File: config.mk
export PLATFORM = sky130hd
export DESIGN_NAME = vram_slot_gen
export DESIGN_NICKNAME = d
export VERILOG_FILES = /design/src/rtl/vram_slot_gen.sv
export SDC_FILE = /design/constraint.sdc
export NUM_CORES = 1
export LEC_CHECK = 0
export BUFFER_PORTS_ARGS = -buffer_cell sky130_fd_sc_hd__buf_2
export CORE_ASPECT_RATIO = 0.6
export CORE_MARGIN = 2
export CORE_UTILIZATION = 30
export CTS_CLUSTER_SIZE = 16
export DETAILED_ROUTE_END_ITERATION = 8
export GPL_TIMING_DRIVEN = 0
export PLACE_DENSITY = 0.48
export SYNTH_ARGS = -nofsm -noshare
export SYNTH_HDL_FRONTEND = slang
export SYNTH_SLANG_ARGS = --single-unit
File: constraint.sdc
create_clock -name clk -period 15.6 [get_ports clk]
set_clock_uncertainty 0.2 [all_clocks]
set_input_delay 1.56 -clock clk [delete_from_list [all_inputs] [get_ports clk]]
set_output_delay 1.56 -clock clk [all_outputs]
set_load 0.01 [all_outputs]
File: src/rtl/vram_slot_gen.sv
module vram_slot_gen #(
  parameter int LINE_CLKS    = 488,
  parameter int FRAC         = 16,
  parameter int NARROW_PIX   = 171,
  parameter int WIDE_PIX     = 210,
  parameter int NARROW_BLANK = 166,
  parameter int WIDE_BLANK   = 204,
  parameter int IDX_W        = 8
) (
  input  logic             clk,
  input  logic             rst_n,
  input  logic             line_start,
  input  logic             wide,
  input  logic             disp_en,
  input  logic             vblank,
  output logic             slot_en,
  output logic [IDX_W-1:0] slot_idx,
  output logic [IDX_W-1:0] slot_total
);
  localparam int LC_W   = $clog2(LINE_CLKS + 1);
  localparam int PROD_W = LC_W + FRAC + 1;
  localparam int N_ACT  = 16;
  localparam int W_ACT  = 18;
  localparam int NP_RATE = (NARROW_PIX   * (1 << FRAC)) / LINE_CLKS + 1;
  localparam int WP_RATE = (WIDE_PIX     * (1 << FRAC)) / LINE_CLKS + 1;
  localparam int NB_RATE = (NARROW_BLANK * (1 << FRAC)) / LINE_CLKS + 1;
  localparam int WB_RATE = (WIDE_BLANK   * (1 << FRAC)) / LINE_CLKS + 1;

  localparam int NPOS [N_ACT] = '{13, 27, 42, 50, 58, 74, 82, 90,
                                  106, 114, 122, 138, 146, 154, 169, 170};
  localparam int WPOS [W_ACT] = '{23, 49, 57, 65, 81, 89, 97, 113, 121,
                                  129, 145, 153, 161, 177, 185, 193, 208, 209};

  logic [LC_W-1:0]   lc;
  logic              wide_q, act_q, wide_p, act_p;
  logic [IDX_W-1:0]  idx_q, idx_c, pos;
  logic [PROD_W-1:0] step, prod;

  always_ff @(posedge clk) begin
    if (!rst_n) begin
      lc     <= '0;
      wide_q <= 1'b0;
      act_q  <= 1'b0;
      wide_p <= 1'b0;
      act_p  <= 1'b0;
      idx_q  <= '0;
    end else begin
      if (line_start)
        lc <= LC_W'(1);
      else if (lc != LC_W'(LINE_CLKS))
        lc <= lc + LC_W'(1);
      wide_q <= wide;
      act_q  <= disp_en & ~vblank;
      wide_p <= wide_q;
      act_p  <= act_q;
      idx_q  <= idx_c;
    end
  end

  assign step = act_q ? (wide_q ? PROD_W'(WP_RATE) : PROD_W'(NP_RATE))
                      : (wide_q ? PROD_W'(WB_RATE) : PROD_W'(NB_RATE));
  assign prod = PROD_W'(lc) * step;
  assign pos  = IDX_W'(prod >> FRAC);

  always_comb begin
    idx_c = pos;
    if (act_q) begin
      idx_c = '0;
      if (wide_q) begin
        for (int i = 0; i < W_ACT; i++)
          if (IDX_W'(WPOS[i]) <= pos) idx_c = idx_c + IDX_W'(1);
      end else begin
        for (int i = 0; i < N_ACT; i++)
          if (IDX_W'(NPOS[i]) <= pos) idx_c = idx_c + IDX_W'(1);
      end
    end
  end

  assign slot_idx   = idx_c;
  assign slot_total = act_q ? (wide_q ? IDX_W'(W_ACT) : IDX_W'(N_ACT))
                            : (wide_q ? IDX_W'(WIDE_BLANK) : IDX_W'(NARROW_BLANK));
  assign slot_en    = (idx_c > idx_q) && (wide_q == wide_p) && (act_q == act_p);
endmodule

==> flow_summary_export.csv, run 1 <==
group,metric,value,unit
run_status,status,"finished with violations",
run_status,failed_checks,"negative setup slack",
timing,rsz0062_at_grt,"true",
critical_path,critPathKind,"register to primary output",
place,numPlacedInstances,1703,
layout,instances_no_fill,1823,
critical_path,crit_path_frequent_cell,"ha_4",
drt,vias,9869,
synth,syn-cell-area,9930,um2
synth,yosys_warnings,0,
global_route,grt_use_total,19.4,%
layout,drive_gt1_share,31.3,%
clock_network,htree_levels,1,
synth,synth_top_area_cell,"fa_1",
floorplan,die_y,145,um
clock_network,clkLatencyLatePin,0.26,ns
timing,slew_violations,0,
clock_network,cts_buffer_depth,2,
place,dp_hpwl,26900,um
synth,async_reset_ff_share,0,%
timing,hold_viol_final,0,
clock_network,clk_pin_slew,0.06,ns
drt,final_antenna_net_count,0,
synth,ys_seq_elements,21,
floorplan,core,32500,um2
layout,fill_cells,3293,
critical_path,required,13.84,ns
synth,synth_commonest_cells,"inv_1 (141), nand2_1 (129), ha_1 (103), nor2_1 (95), fa_1 (77)",
place,place_ws,-2.35,ns
synth,yosysSeqAreaShare,4.23,%
clock_network,cts_num_sinks,21,
synth,synth_edf_count,0,
synth,synthMostInstantiatedCell,"inv_1",
global_route,grt_antenna_before_repair,0,
global_route,grt_pass1_vias,9362,
floorplan,start_util,30.5,%
clock_network,cts-root-buf,"clkbuf_16",
floorplan,num_io_pins,23,
synth,ys_types,120,
timing,slew_headroom,23.8,%
synth,postSynthAreaPerCell,7.90,um2
timing,layout_min_cycle_time,16.48,ns
synth,synth-main-ff-cell,"dfxtp_1",
floorplan,rows,51,
critical_path,cpMaxStageDelayCell,"fa_2",
critical_path,crit_fanout,7,
clock_network,cts_tree,"done",
drt,first_pass_iters,5,
clock_network,numCtsBuffers,3,
critical_path,crit_path_end_kind,"primary output",
clock_network,postCtsHoldBufs,0,
drt,drcViolationCount,0,
place,place.port_buffers,21,
drt,drt_iter0_markers,909,
drt,drt-total-wl,34300,um
synth,synth_top_area_share,15.5,%
flow_run,maxCapViolations,0,
global_route,grt_max_degree,14,
global_route,grt_pass1_wl,53500,um
hold_path,hold_class,"register to register",
drt,wl_per_cell,18.8,um
synth,netlist_instances,1258,
floorplan,dieArea,34600,um2
timing,finalSetupViolations,2,
timing,fin_crit_sh,106,%
global_route,gr-total-overflow,0,
critical_path,critPathArrivalTime,14.72,ns
timing,fmaxAchievable,0.0607,GHz
timing,tightest_slew,1.14,ns
floorplan,fp.dieW,239,um
timing,setup_slack,-0.878,ns
pwr,powerDensity,14.1,nW/um2
pwr,fin_total_pwr,0.185,mW
place,gp_congestion,0.870,
drt,vias_per_cell,5.41,
layout,antenna_cells,0,
critical_path,critPathLaunchType,"register",
layout,area_growth_syn_to_layout,31.5,%
critical_path,cp_slowest_stage_delay,0.62,ns
pwr,ir_worst_vdd,0.0000354,V
synth,syn-num-nets,1444,
synth,synthTopCellsByArea,"fa_1 (16%), ha_1 (13%), inv_1 (5.3%)",
pwr,p_leak,5.72,nW
layout,nets,1586,
[final cells by class]
class / count / area (um2) / area share (%)
clock inverter: 1 / 7.51 / 0.0575
timing repair buffer: 141 / 1070 / 8.21
multi-input combinational: 1049 / 10000 / 76.8
sequential: 21 / 437 / 3.34
inverter: 143 / 557 / 4.26
clock buffer: 3 / 75.1 / 0.575
tap: 424 / 531 / 4.06
buffer: 41 / 347 / 2.65
[cell usage in the layout (no fill, tap or decap), types with 14 or more instances in the layout]
| cell | synthesis | routed |
|---|---|---|
| a21oi_1 | 56 | 42 |
| a31oi_1 | 21 | 18 |
| and2_1 | 48 | 45 |
| buf_2 | 11 | 22 |
| buf_4 | 6 | 119 |
| dfxtp_1 | 21 | 14 |
| fa_1 | 77 | 68 |
| ha_1 | 103 | 69 |
| ha_4 | 0 | 34 |
| inv_1 | 141 | 121 |
| inv_2 | 1 | 16 |
| nand2_1 | 129 | 110 |
| nand2_2 | 4 | 17 |
| nand3_1 | 29 | 24 |
| nand4_1 | 14 | 14 |
| nor2_1 | 95 | 80 |
| nor2b_1 | 23 | 16 |
| nor3_1 | 27 | 21 |
| o21ai_0 | 31 | 20 |
| o21ai_1 | 14 | 18 |
| xnor2_1 | 50 | 49 |
| xor2_1 | 33 | 30 |
[sequential cells by signal, summed over array words and instances, names as in the netlist]
signal / cells
lc: 9
act_q: 1
wide_q: 1
wide_p: 1
act_p: 1
idx_q: 8
[worst max-delay path, delay by kind of cell (launching register included)]
family / cells / cell delay, ns
adder cells (fa/ha/maj): 17 / 5.78
buffers and inverters: 12 / 1.19
multiplexers: 4 / 1.05
XOR/XNOR: 3 / 0.56
AND/OR/NAND/NOR: 19 / 2.32
AO/OA/AOI/OAI: 18 / 3.15
flip-flops: 1 / 0.42
[metal layers]
| metal | GRT usage (%) | part of all wire (%) |
|---|---|---|
| met1 | 33.1 | 55 |
| met4 | 1.94 | 0.61 |
| met3 | 3.50 | 8.3 |
| met2 | 24.6 | 37 |
| met5 | 0 | 0 |
[cells by family (layout without fill, tap and decap cells)]
group	count (synthesis)	in the layout	share of synthesized area, %
and+or+nand+nor	467	467	24.8
adders and majority gates	183	183	28.8
buffers and inverters	188	329	7.47
DFF	21	21	4.23
other	1	1	0.0377
muxes	25	25	2.82
AOI/OAI and AO/OA	267	267	19.5
xor gates and xnor gates	106	106	12.3
[where the power goes]
| part | switching (mW) | leakage, nW | internal [mW] |
|---|---|---|---|
| combinational | 0.0400 | 5.51 | 0.0309 |
| sequential | 0.00259 | 0.174 | 0.0545 |
| clock | 0.0218 | 0.0371 | 0.0348 |
[worst paths after layout]
path                   end  depth (start not counted)    from  slack, ns
setup / recovery   slot_en                         73  wide_q      -0.88
hold / removal       lc[4]                          3   lc[3]       0.46
setup reg to reg  idx_q[6]                         69  wide_q       1.63
hold reg to reg      lc[4]                          3   lc[3]       0.46
[stage by stage]
stage / utilization, % / hold slack, ns / TNS, ns / instance area [um2]
detailed placement: 33.4 / 0.429 / -11.09 / 10900
finish: 40.1 / 0.464 / -1.11 / 13100
floorplan: - / 0.361 / 0 / 10200
global placement: 33.4 / 0.420 / -11.12 / 10900
CTS: 38.3 / 0.442 / -1.08 / 12500
global route: 40.1 / 0.486 / -3.61 / 13100
[timing repair]
action	CTS	global route
endpoints found under the setup margin	9	8
setup buffers	89	33
gates resized for setup	185	98
pin swaps	104	106
Note: power is estimated with default switching activity, not from simulation.
==> run 2: changes to the inputs <==
Settings changed: GPL_TIMING_DRIVEN 0 to 1.
==> run 2 against run 1 <==
Net effect: critical endpoint unchanged; power fell by 0.18%; largest cell class unchanged; the run still ends with negative setup slack left; sequential share of layout area decreased by 0.29 points; setup slack better by 0.37 ns.
==> flow_summary_export.csv, run 2 (synthesis results as in run 1) <==
group,metric,value,unit
floorplan,fp.dieW,239,um
layout,antenna_cells,0,
pwr,ir_worst_vdd,0.0000326,V
critical_path,crit_path_end_kind,"primary output",
floorplan,dieArea,34600,um2
clock_network,cts_num_sinks,21,
pwr,comb_power_share,39.4,%
run_status,failed_checks,"negative setup slack",
drt,final_antenna_net_count,0,
layout,drive_gt1_share,36.9,%
hold_path,holdPathEnd,"lc[7]",
timing,fmaxAchievable,0.0621,GHz
critical_path,r2r_slack,2.04,ns
hold_path,hp-start,"lc[7]",
place,numPlacedInstances,1922,
pwr,switchingPower,0.0621,mW
timing,rsz0062_at_grt,"true",
floorplan,num_io_pins,23,
timing,setup_slack,-0.504,ns
hold_path,hold_class,"register to register",
critical_path,r2r-start,"wide_q",
critical_path,startpoint,"wide_q",
timing,hold_viol_final,0,
pwr,internal_power,0.122,mW
floorplan,die_y,145,um
clock_network,cts_buffer_depth,2,
layout,largestRegisters,"lc: 9 flops, idx_q: 8 flops",
timing,fin_setup_tns,-0.504,ns
drt,first_pass_iters,5,
timing,slew_headroom,27.4,%
critical_path,ff2ff_path_depth,64,
global_route,gr-total-overflow,0,
place,place_ws,-0.791,ns
critical_path,required,13.84,ns
clock_network,cts-root-buf,"clkbuf_16",
drt,drt_iter0_markers,821,
drt,drcViolationCount,0,
pwr,pwr-share-seq,30.2,%
clock_network,clkLatencyLatePin,0.26,ns
clock_network,numCtsBuffers,3,
floorplan,core,32500,um2
drt,vias,10300,
layout,final_common_cell,"buf_4",
critical_path,crit_path_frequent_cell,"ha_1",
clock_network,htree_levels,1,
timing,layout_min_cycle_time,16.10,ns
global_route,grt_max_degree,26,
layout,nets,1747,
global_route,grt_use_total,20.3,%
drt,wl_per_cell,17.8,um
layout,max_flop_register,"lc",
critical_path,critPathKind,"register to primary output",
drt,drt-total-wl,35400,um
timing,tightest_slew,1.08,ns
place,place.port_buffers,21,
place,dp_hpwl,29300,um
critical_path,critPathLaunchType,"register",
global_route,grt_antenna_before_repair,0,
global_route,grt_pass1_vias,10100,
global_route,grt_pass1_wl,56400,um
critical_path,crit_fanout,7,
pwr,switching_share,33.7,%
floorplan,start_util,30.5,%
timing,fin_crit_sh,103,%
clock_network,cts_tree,"done",
critical_path,r2r-end,"idx_q[6]",
pwr,powerDensity,13.1,nW/um2
pwr,clkPwrFrac,30.4,%
pwr,p_leak,6.51,nW
clock_network,clk_pin_slew,0.06,ns
floorplan,rows,51,
timing,slew_violations,0,
layout,largest_reg_flops,9,
flow_run,maxCapViolations,0,
hold_path,min_path_cells,3,
critical_path,critPathArrivalTime,14.34,ns
layout,layout_common_cells,"buf_4 (310), inv_1 (124), nand2_1 (115), nor2_1 (86), ha_1 (73)",
drt,vias_per_cell,5.20,
layout,instances_no_fill,1984,
run_status,status,"finished with violations",
critical_path,cpMaxStageDelayCell,"fa_1",
place,gp_congestion,0.916,
critical_path,cp_slowest_stage_delay,0.58,ns
timing,finalSetupViolations,1,
layout,area_growth_syn_to_layout,41.3,%
==> run 2: changes by cell type in the layout (fill, tap and decap cells not counted), sizes merged <==
cell,delta
inv,+2
clkbuf,-20
buf,+182
clkinvlp,-2
clkinv,-1
==> run 2: worst max-delay path by stage <==
stage              end  slack [ns]  depth (start not counted)
2_1_floorplan  slot_en        0.03                         71
3_3_place_gp   slot_en       -0.70                         68
3_5_place_dp   slot_en       -0.79                         69
4_1_cts        slot_en       -0.41                         76
5_1_grt        slot_en       -1.10                         76
6_report       slot_en       -0.50                         71
==> run 2: critical path, delay by kind of cell, from the launching register on <==
kind	cells	cell delay, ns
adders and majority gates	20	6.51
AOI/OAI and AO/OA	18	2.83
buffers and inverters	9	1.10
and+or+nand+nor	20	2.10
muxes	4	1.14
DFF	1	0.39
==> run 2: per-layer routing <==
metal  vias up  share of wire, %  wire (um)  global-route usage (%)
li1       5002                 -          -                       -
met1      4941                55      19600                    34.4
met2       349                35      12500                    25.2
met3        23               9.1       3220                    5.38
met4         0              0.30        107                    1.06
met5         -                 0          0                       0
==> run 2: repair_timing <==
action | in CTS | in global routing
hold buffers | 0 | 0
endpoints found under the setup margin | 4 | 8
pin swaps | 106 | 68
gates resized for setup | 107 | 73
buffers inserted | 39 | 23
==> run 2: power by group through the flow <==
stage	Sequential (mW)	Clock [mW]	Combinational, mW
final	0.0556	0.0560	0.0726
after global routing	0.0556	0.0591	0.0800
after CTS	0.0556	0.0563	0.0682
after detailed placement	0.0568	0	0.0586
after global placement	0.0567	0	0.0592
after floorplan	0.0571	0	0.0357
==> run 2: layout make-up <==
class	instances	area, um2
sequential	21	428
timing repair buffer	343	2620
fill	3202	18500
multi-input combinational	1049	9830
tap	424	531
inverter	143	552
clock buffer	4	78.8
==> run 2: stage by stage <==
stage / area, um2 / hold WS [ns] / util, % / power (mW)
after global routing: 14000 / 0.472 / 43.1 / 0.195
after floorplan: 10200 / 0.361 / - / 0.0929
after CTS: 13600 / 0.450 / 41.8 / 0.180
final: 14000 / 0.451 / 43.1 / 0.184
after detailed placement: 12600 / 0.423 / 38.8 / 0.115
after global placement: 12600 / 0.417 / 38.8 / 0.116
